File: config.mk
export PLATFORM = sky130hd
export DESIGN_NAME = netctl_csr
export DESIGN_NICKNAME = d
export VERILOG_FILES = /design/src/rtl/netctl_pkg.sv /design/src/rtl/netctl_flags.sv /design/src/rtl/netctl_irq.sv /design/src/rtl/netctl_runfsm.sv /design/src/rtl/netctl_csr.sv
export SDC_FILE = /design/constraint.sdc
export NUM_CORES = 1
export LEC_CHECK = 0
export ABC_CLOCK_PERIOD_IN_PS = 1500
export BUFFER_PORTS_ARGS = -buffer_cell sky130_fd_sc_hd__buf_4
export CAP_MARGIN = 20
export CORE_MARGIN = 2
export CORE_UTILIZATION = 36
export DETAILED_ROUTE_END_ITERATION = 12
export GPL_TIMING_DRIVEN = 0
export HOLD_SLACK_MARGIN = 0.02
export PLACE_DENSITY = 0.7
export SYNTH_ARGS = -nofsm -noshare
export SYNTH_HDL_FRONTEND = slang
export SYNTH_SLANG_ARGS = --single-unit
File: constraint.sdc
create_clock -name clk -period 1.5 [get_ports clk]
set_input_delay 0.15 -clock clk [delete_from_list [all_inputs] [get_ports clk]]
set_output_delay 0.15 -clock clk [all_outputs]
set_load 0.02 [all_outputs]
File: src/rtl/netctl_pkg.sv
package netctl_pkg;
    localparam int REG_W     = 18;
    localparam int NFLAG     = 7;
    localparam int B_INIT    = 0;
    localparam int B_START   = 1;
    localparam int B_STOP    = 2;
    localparam int B_IEN     = 3;
    localparam int B_FLAG_LO = 4;
    localparam int B_FLAG_HI = B_FLAG_LO + NFLAG - 1;
    localparam int B_ERRSUM  = 11;
    localparam int B_IRQ     = 12;
    localparam int B_EDGE    = 13;
    localparam int B_TXON    = 14;
    localparam int B_RXON    = 15;
    localparam int B_BUSY    = 16;
    localparam int B_STOPPED = 17;
    localparam int F_INITD   = 0;
    localparam int F_ERR_LO  = 3;

    typedef enum logic [2:0] {
        ST_STOPPED   = 3'd0,
        ST_INIT_WAIT = 3'd1,
        ST_READY     = 3'd2,
        ST_RUNNING   = 3'd3,
        ST_TX_HALTED = 3'd4
    } run_state_t;
endpackage

File: src/rtl/netctl_flags.sv
module netctl_flags #(
    parameter int N = 7
) (
    input  logic         clk,
    input  logic         rst_n,
    input  logic [N-1:0] set_i,
    input  logic [N-1:0] clr_i,
    output logic [N-1:0] q_o
);
    for (genvar i = 0; i < N; i++) begin : g_flag
        always_ff @(posedge clk or negedge rst_n) begin
            if (!rst_n) q_o[i] <= 1'b0;
            else        q_o[i] <= (q_o[i] & ~clr_i[i]) | set_i[i];
        end

        // a set in the same cycle as a clear wins
        p_set_sticks_r3: assert property (@(posedge clk) disable iff (!rst_n)
            set_i[i] |=> q_o[i]);
        // a clear without a set empties the flag
        p_clear_r2: assert property (@(posedge clk) disable iff (!rst_n)
            (clr_i[i] && !set_i[i]) |=> !q_o[i]);
        // with no set and no clear the flag holds
        p_hold_r2: assert property (@(posedge clk) disable iff (!rst_n)
            (!clr_i[i] && !set_i[i]) |=> $stable(q_o[i]));
    end
endmodule

File: src/rtl/netctl_irq.sv
module netctl_irq #(
    parameter int N = 7
) (
    input  logic         clk,
    input  logic         rst_n,
    input  logic         ien_i,
    input  logic [N-1:0] cause_i,
    input  logic         edge_clr_i,
    output logic         irq_o,
    output logic         edge_o
);
    logic irq_d;

    assign irq_o = ien_i & (|cause_i);

    always_ff @(posedge clk or negedge rst_n) begin
        if (!rst_n) begin
            irq_d  <= 1'b0;
            edge_o <= 1'b0;
        end else begin
            irq_d  <= irq_o;
            edge_o <= (edge_o & ~edge_clr_i) | (irq_o & ~irq_d);
        end
    end

    // the edge flag only rises right after irq was high
    p_edge_after_irq_r5: assert property (@(posedge clk) disable iff (!rst_n)
        $rose(edge_o) |-> $past(irq_o));
    // a level held high over two cycles makes no new edge
    p_no_reedge_r5: assert property (@(posedge clk) disable iff (!rst_n)
        (irq_o && $past(irq_o) && edge_clr_i) |=> !edge_o);
endmodule

File: src/rtl/netctl_runfsm.sv
module netctl_runfsm
    import netctl_pkg::*;
(
    input  logic clk,
    input  logic rst_n,
    input  logic cmd_init_i,
    input  logic cmd_start_i,
    input  logic cmd_stop_i,
    input  logic underflow_i,
    input  logic seq_done_i,
    output logic busy_o,
    output logic stopped_o,
    output logic rx_on_o,
    output logic tx_on_o,
    output logic init_fin_o
);
    run_state_t state_q, state_d;
    logic       cfg_ok_q;

    always_comb begin
        state_d = state_q;
        unique case (state_q)
            ST_STOPPED: begin
                if (cmd_stop_i)                     state_d = ST_STOPPED;
                else if (cmd_init_i)                state_d = ST_INIT_WAIT;
                else if (cmd_start_i && cfg_ok_q)   state_d = ST_RUNNING;
            end
            ST_INIT_WAIT: begin
                if (cmd_stop_i)                     state_d = ST_STOPPED;
                else if (seq_done_i)                state_d = ST_READY;
            end
            ST_READY: begin
                if (cmd_stop_i)                     state_d = ST_STOPPED;
                else if (cmd_init_i)                state_d = ST_INIT_WAIT;
                else if (cmd_start_i)               state_d = ST_RUNNING;
            end
            ST_RUNNING: begin
                if (cmd_stop_i)                     state_d = ST_STOPPED;
                else if (underflow_i)               state_d = ST_TX_HALTED;
            end
            ST_TX_HALTED: begin
                if (cmd_stop_i)                     state_d = ST_STOPPED;
            end
            default:                                state_d = ST_STOPPED;
        endcase
    end

    always_ff @(posedge clk or negedge rst_n) begin
        if (!rst_n) begin
            state_q  <= ST_STOPPED;
            cfg_ok_q <= 1'b0;
        end else begin
            state_q <= state_d;
            if (init_fin_o) cfg_ok_q <= 1'b1;
        end
    end

    always_comb begin
        busy_o     = 1'b0;
        stopped_o  = 1'b0;
        rx_on_o    = 1'b0;
        tx_on_o    = 1'b0;
        unique case (state_q)
            ST_STOPPED:   stopped_o = 1'b1;
            ST_INIT_WAIT: busy_o    = 1'b1;
            ST_READY:     ;
            ST_RUNNING:   begin rx_on_o = 1'b1; tx_on_o = 1'b1; end
            ST_TX_HALTED: rx_on_o = 1'b1;
            default:      stopped_o = 1'b1;
        endcase
        init_fin_o = (state_q == ST_INIT_WAIT) && seq_done_i && !cmd_stop_i;
    end

    // stop always lands in STOPPED
    p_stop_r10: assert property (@(posedge clk) disable iff (!rst_n)
        cmd_stop_i |=> (state_q == ST_STOPPED));
    // no direct jump from INIT_WAIT to RUNNING
    p_no_start_in_init_r9: assert property (@(posedge clk) disable iff (!rst_n)
        (state_q == ST_INIT_WAIT) |=> (state_q != ST_RUNNING));
    // a halted transmitter is never re-enabled without a stop
    p_halt_holds_r12: assert property (@(posedge clk) disable iff (!rst_n)
        (state_q == ST_TX_HALTED && !cmd_stop_i) |=> (state_q == ST_TX_HALTED));
    // init in a running state does not enter INIT_WAIT
    p_init_ignored_r13: assert property (@(posedge clk) disable iff (!rst_n)
        (state_q == ST_RUNNING || state_q == ST_TX_HALTED) |=> (state_q != ST_INIT_WAIT));
endmodule

File: src/rtl/netctl_csr.sv
module netctl_csr
    import netctl_pkg::*;
(
    input  logic             clk,
    input  logic             rst_n,
    input  logic             host_wr,
    input  logic [REG_W-1:0] host_wdata,
    output logic [REG_W-1:0] host_rdata,
    input  logic             ev_rx_done,
    input  logic             ev_tx_done,
    input  logic             ev_collision,
    input  logic             ev_missed,
    input  logic             ev_mem_err,
    input  logic             ev_underflow,
    input  logic             seq_init_done,
    output logic             seq_init_req,
    output logic             rx_enable,
    output logic             tx_enable,
    output logic             irq
);
    logic             ien_q;
    logic [NFLAG-1:0] flag_set, flag_clr, flags;
    logic             busy, stopped, init_fin, edge_flag;

    always_ff @(posedge clk or negedge rst_n) begin
        if (!rst_n)       ien_q <= 1'b0;
        else if (host_wr) ien_q <= host_wdata[B_IEN];
    end

    assign flag_clr = host_wr ? host_wdata[B_FLAG_HI:B_FLAG_LO] : '0;
    assign flag_set = {ev_underflow, ev_mem_err, ev_missed, ev_collision,
                       ev_tx_done, ev_rx_done, init_fin};

    netctl_flags #(.N(NFLAG)) u_flags (
        .clk   (clk),
        .rst_n (rst_n),
        .set_i (flag_set),
        .clr_i (flag_clr),
        .q_o   (flags)
    );

    netctl_irq #(.N(NFLAG)) u_irq (
        .clk        (clk),
        .rst_n      (rst_n),
        .ien_i      (ien_q),
        .cause_i    (flags),
        .edge_clr_i (host_wr & host_wdata[B_EDGE]),
        .irq_o      (irq),
        .edge_o     (edge_flag)
    );

    netctl_runfsm u_fsm (
        .clk         (clk),
        .rst_n       (rst_n),
        .cmd_init_i  (host_wr & host_wdata[B_INIT]),
        .cmd_start_i (host_wr & host_wdata[B_START] & ~host_wdata[B_INIT]),
        .cmd_stop_i  (host_wr & host_wdata[B_STOP]),
        .underflow_i (ev_underflow),
        .seq_done_i  (seq_init_done),
        .busy_o      (busy),
        .stopped_o   (stopped),
        .rx_on_o     (rx_enable),
        .tx_on_o     (tx_enable),
        .init_fin_o  (init_fin)
    );

    assign seq_init_req = busy;

    always_comb begin
        host_rdata                        = '0;
        host_rdata[B_IEN]                 = ien_q;
        host_rdata[B_FLAG_HI:B_FLAG_LO]   = flags;
        host_rdata[B_ERRSUM]              = |flags[NFLAG-1:F_ERR_LO];
        host_rdata[B_IRQ]                 = irq;
        host_rdata[B_EDGE]                = edge_flag;
        host_rdata[B_TXON]                = tx_enable;
        host_rdata[B_RXON]                = rx_enable;
        host_rdata[B_BUSY]                = busy;
        host_rdata[B_STOPPED]             = stopped;
    end

    // a write that clears the enable silences irq next cycle
    p_ien_gate_r4: assert property (@(posedge clk) disable iff (!rst_n)
        (host_wr && !host_wdata[B_IEN]) |=> !irq);
    // a done pulse while waiting raises the init-done flag
    p_initdone_r8: assert property (@(posedge clk) disable iff (!rst_n)
        (seq_init_req && seq_init_done && !(host_wr && host_wdata[B_STOP]))
            |=> (flags[F_INITD] && !seq_init_req));
    // underflow while running turns only the transmitter off
    p_uflo_r12: assert property (@(posedge clk) disable iff (!rst_n)
        (tx_enable && ev_underflow && !(host_wr && host_wdata[B_STOP]))
            |=> (!tx_enable && rx_enable));
    // a write with no command bits keeps the enables steady
    p_nocmd_r7: assert property (@(posedge clk) disable iff (!rst_n)
        (host_wr && host_wdata[2:0] == 3'b000 && !ev_underflow && !seq_init_done)
            |=> ($stable(rx_enable) && $stable(tx_enable) && $stable(seq_init_req)));
endmodule

==> results.md <==
Outcome:
- The run finished, with violations left.
- The final reports fail on negative setup slack.

Power and ir drop:
- The leakage power summed over all cells is 0.623 nW.
- Internal power comes to 1.12 mW.
- The switching share of total power is 37.5%.
- In this run, the clock network consumes 15.0% of the power.
- The portion of total power attributed to combinational logic is 54.1%.
- The worst voltage drop across the vdd grid is 1.02 mV.
- The analysis attributes to net switching a power of 671 uW.
- Dividing total power by cell area gives a power density of 1410 nW/um^2.
- The register share of total power is 30.9%.
- Overall power consumption after layout is estimated at 1.79 mW.

Yosys:
- Counting flops and latches in the post-synthesis netlist gives 14.
- The synthesized area divided by synthesized cell count is 9.77 sq um.
- The number of synthesized flops with an enable pin is 0.
- The fraction of registers with async set or reset after synthesis is 100%.
- After synthesis the cells add up to 752 sq um.
- The count of mapped cells out of synthesis is 77.
- The most used flip-flop cell after synthesis is sky130_fd_sc_hd__dfrtp_1.
- The number of warnings issued by yosys is 0.
- The share of the Yosys chip area taken by registers is 46.6%.
- The distinct cell type count of the synthesized netlist is 30.

Finish:
- The share of post-route cells with drive strength above 1 is 57.7%.
- For this run, the post-layout net count is 159.
- The area growth from synthesis to layout is 69.2%.
- After filler insertion, the fill cell instance count of the layout stands at 175.
- The area of the multi-input gates is 353 sq um.
- In the final layout, flip-flops and latches occupy 355 sq um.
- The repair_antennas step left the layout with diodes totalling 0.

GRT:
- The via count of the first global-routing pass came to 726.
- Global routing used 17.1% of the available tracks.
- The first-pass GRT wire length is 3220 um.
- The initial antenna violation count was 0.
- Entering global routing, the biggest net connects 15 pins.
- For this run the aggregate overflow at the end of global routing stands at 0.

STA:
- The minimum setup slack in the final design is -0.504 ns.
- The final setup violation count is 5.
- The clock arrives with 0.00423 ns of skew.
- For the finished layout, the period the worst path requires is 2.00 ns.
- Setup repair after global routing could not meet its margin everywhere.
- The number of endpoints with negative hold slack in the final report was 0.
- Headroom to the max-slew limit came out at 65.5%.
- The max-slew violation count is 0.
- The actual transition at the worst max-transition pin is 0.510 ns.
- The share of the clock period used by the worst path after layout is 134%.
- The achievable frequency is 499 MHz.

Placed design:
- The worst slack after detailed placement is -0.258 ns.
- The detailed placer's ending HPWL is 1320 um.
- The congestion estimate from routability-driven global placement came to 0.783.
- The count of buffers from port buffering is 40.

Clock tree:
- TritonCTS built the clock tree.
- The clock reaches the later pin of the worst-skew pair after 0.28 ns.
- The number of sinks driven by the clock tree is 14.
- The clock buffer count from CTS is 3.
- The maximum count of clock buffers along a single path is 2.
- The clock input transition at the sequential cells of the worst setup and hold paths is 0.09 ns.
- The tree is rooted in a sky130_fd_sc_hd__clkbuf_4.
- The maximum level of the CTS H-tree is 1.

Worst setup path:
- The worst reg2reg path depth is 5.
- STA classifies the critical path startpoint as a flop.
- STA classifies the critical path endpoint as an output pin.
- STA puts the critical path data arrival time at 1.85 ns.
- The maximum fanout encountered on the critical timing path is 2.
- The data required time at the worst endpoint is 1.35 ns.
- The critical path start-end classification is reg -> out.

Floorplan:
- The floorplan die area is 2470 sq um.
- The width of the chip is 49.7 um.
- The floorplan step set the die height to 49.7 um.
- For this configuration, the core starts out at a cell density of 38.3%.
- The top-level I/O count is 50.
- The number of standard-cell rows in the floorplan is 16.
- After floorplanning, the core was sized to cover 1960 sq um.

Worst hold path:
- The min-delay analysis places its worst path in the category in -> reg.
- The number of cells traversed by the worst hold path is 2.

Detailed routing:
- The remaining routing DRC violations is 0.
- Using the TritonRoute via totals, the vias-per-cell ratio works out to 4.69.
- Dividing the detail-routed wire length by the instance count gives 12.6 um.
- The detailed router finished its first iteration with 12 violations.
- After detailed routing, the total wire length is 1980 um.
- For this run, the detailed router's first-pass iteration total came to 4.
- The count of vias placed by the detailed router is 736.
- The count of nets left with antenna violations once routing finished came out at 0.

Run:
- Max-cap violations in this run came to 0.
logic make-up after synthesis:
group           synth area share [%]
simple gates                    17.3
buf+inv                         12.5
mux                             2.99
xor+xnor                        1.16
compound gates                  19.0
flops                           46.6
other cells                    0.499
critical path: stages (launching register included):
cell	delay [ns]
sky130_fd_sc_hd__dfrtp_2	0.42
sky130_fd_sc_hd__or4_4	0.53
sky130_fd_sc_hd__o41a_1	0.36
sky130_fd_sc_hd__buf_4	0.15
sky130_fd_sc_hd__buf_6	0.12
worst paths after layout:
kind	from	to	slack, ns
setup / recovery	u_flags.q_o[3]	host_rdata[12]	-0.50
setup reg to reg	u_flags.q_o[3]	u_irq.edge_o	-0.37
hold / removal	ev_collision	u_flags.q_o[3]	0.05
min in group asynchronous	rst_n	u_irq.irq_d	0.25
max in group asynchronous	rst_n	u_fsm.state_q[0]	1.07
hold reg to reg	u_flags.q_o[1]	u_flags.q_o[1]	0.51
per-stage QoR:
| step | cells | cell area [sq um] | util, % | hold WS (ns) | TNS, ns |
|---|---|---|---|---|---|
| after floorplan | 79 | 764 | - | -0.146 | -1.01 |
| after CTS | 156 | 1240 | 63.4 | 0.0396 | -1.75 |
| final | 157 | 1270 | 64.9 | 0.0487 | -1.86 |
| after detailed placement | 146 | 1100 | 56.0 | 0.00884 | -0.640 |
| after global routing | 157 | 1270 | 64.9 | 0.0233 | -2.12 |
| after global placement | 146 | 1100 | 56.0 | 0.00762 | -0.641 |
placed cells by master (no fill, tap or decap), drive strengths merged:
master       instances
nor2                 3
inv                  2
nor4bb               1
o41a                 1
nand2b               4
a21oi                2
o21ai                1
o221ai               1
nand3                2
nor3                 1
clkbuf               5
dfrtp               14
a21boi               1
or4                  2
buf                 58
a221o                1
a22oi                1
and2                 1
xor2                 1
a21o                 7
o211ai               1
mux2                 2
nand2               10
conb                 3
nor2b                1
a31oi                1
a22o                 1
dlygate4sd3          1
o21a                 1
cells in the mapped netlist (2+ instances only):
master                     number  share of area, %
sky130_fd_sc_hd__a21oi_1        2               1.3
sky130_fd_sc_hd__clkbuf_1       3               1.5
sky130_fd_sc_hd__nor2_1         3               1.5
sky130_fd_sc_hd__dfrtp_1       14                47
sky130_fd_sc_hd__a21o_1         7               7.0
sky130_fd_sc_hd__buf_4         10                10
sky130_fd_sc_hd__nand2b_1       4               3.3
sky130_fd_sc_hd__nand3_1        2               1.3
sky130_fd_sc_hd__inv_1          2               1.0
sky130_fd_sc_hd__nand2_1       10               5.0
flip-flops by register name, indices dropped and copies added, names as in the netlist:
register / count
u_fsm.cfg_ok_q: 1
ien_q: 1
u_flags.q_o: 7
u_irq.edge_o: 1
u_fsm.state_q: 3
u_irq.irq_d: 1
area by class of cell:
cell class | instances | area share (%)
repair buffers | 51 | 33.2
flip-flops and latches | 14 | 27.9
multi-input cells | 50 | 27.7
plain buffers | 9 | 5.01
clock buffers | 4 | 2.85
well taps | 27 | 2.65
inverters | 2 | 0.590
power groups by stage:
stage                     sequential [mW]  clock (mW)  combinational, mW
after floorplan                     0.525           0              0.527
after global placement              0.506           0              0.843
after detailed placement            0.512           0              0.857
after CTS                           0.548       0.275              0.958
after global routing                0.566       0.305               1.03
final                               0.553       0.269              0.967
per-layer routing:
metal | GRT usage [%] | part of all wire, % | up-vias
met5 | 0 | 0 | -
met4 | 10.2 | 0.61 | 0
met1 | 19.7 | 41 | 339
li1 | - | - | 358
met2 | 28.4 | 51 | 37
met3 | 4.24 | 7.5 | 2
timing repair:
item                                   in CTS  in global routing
hold buffers                                1                  0
buffers inserted                            8                  3
gates cloned                                0                  0
gates resized for setup                    17                  6
endpoints found under the hold margin      14                  0
pin swaps                                   3                  2
setup endpoints to repair                  10                  8
(Power assumes the default switching activity.)
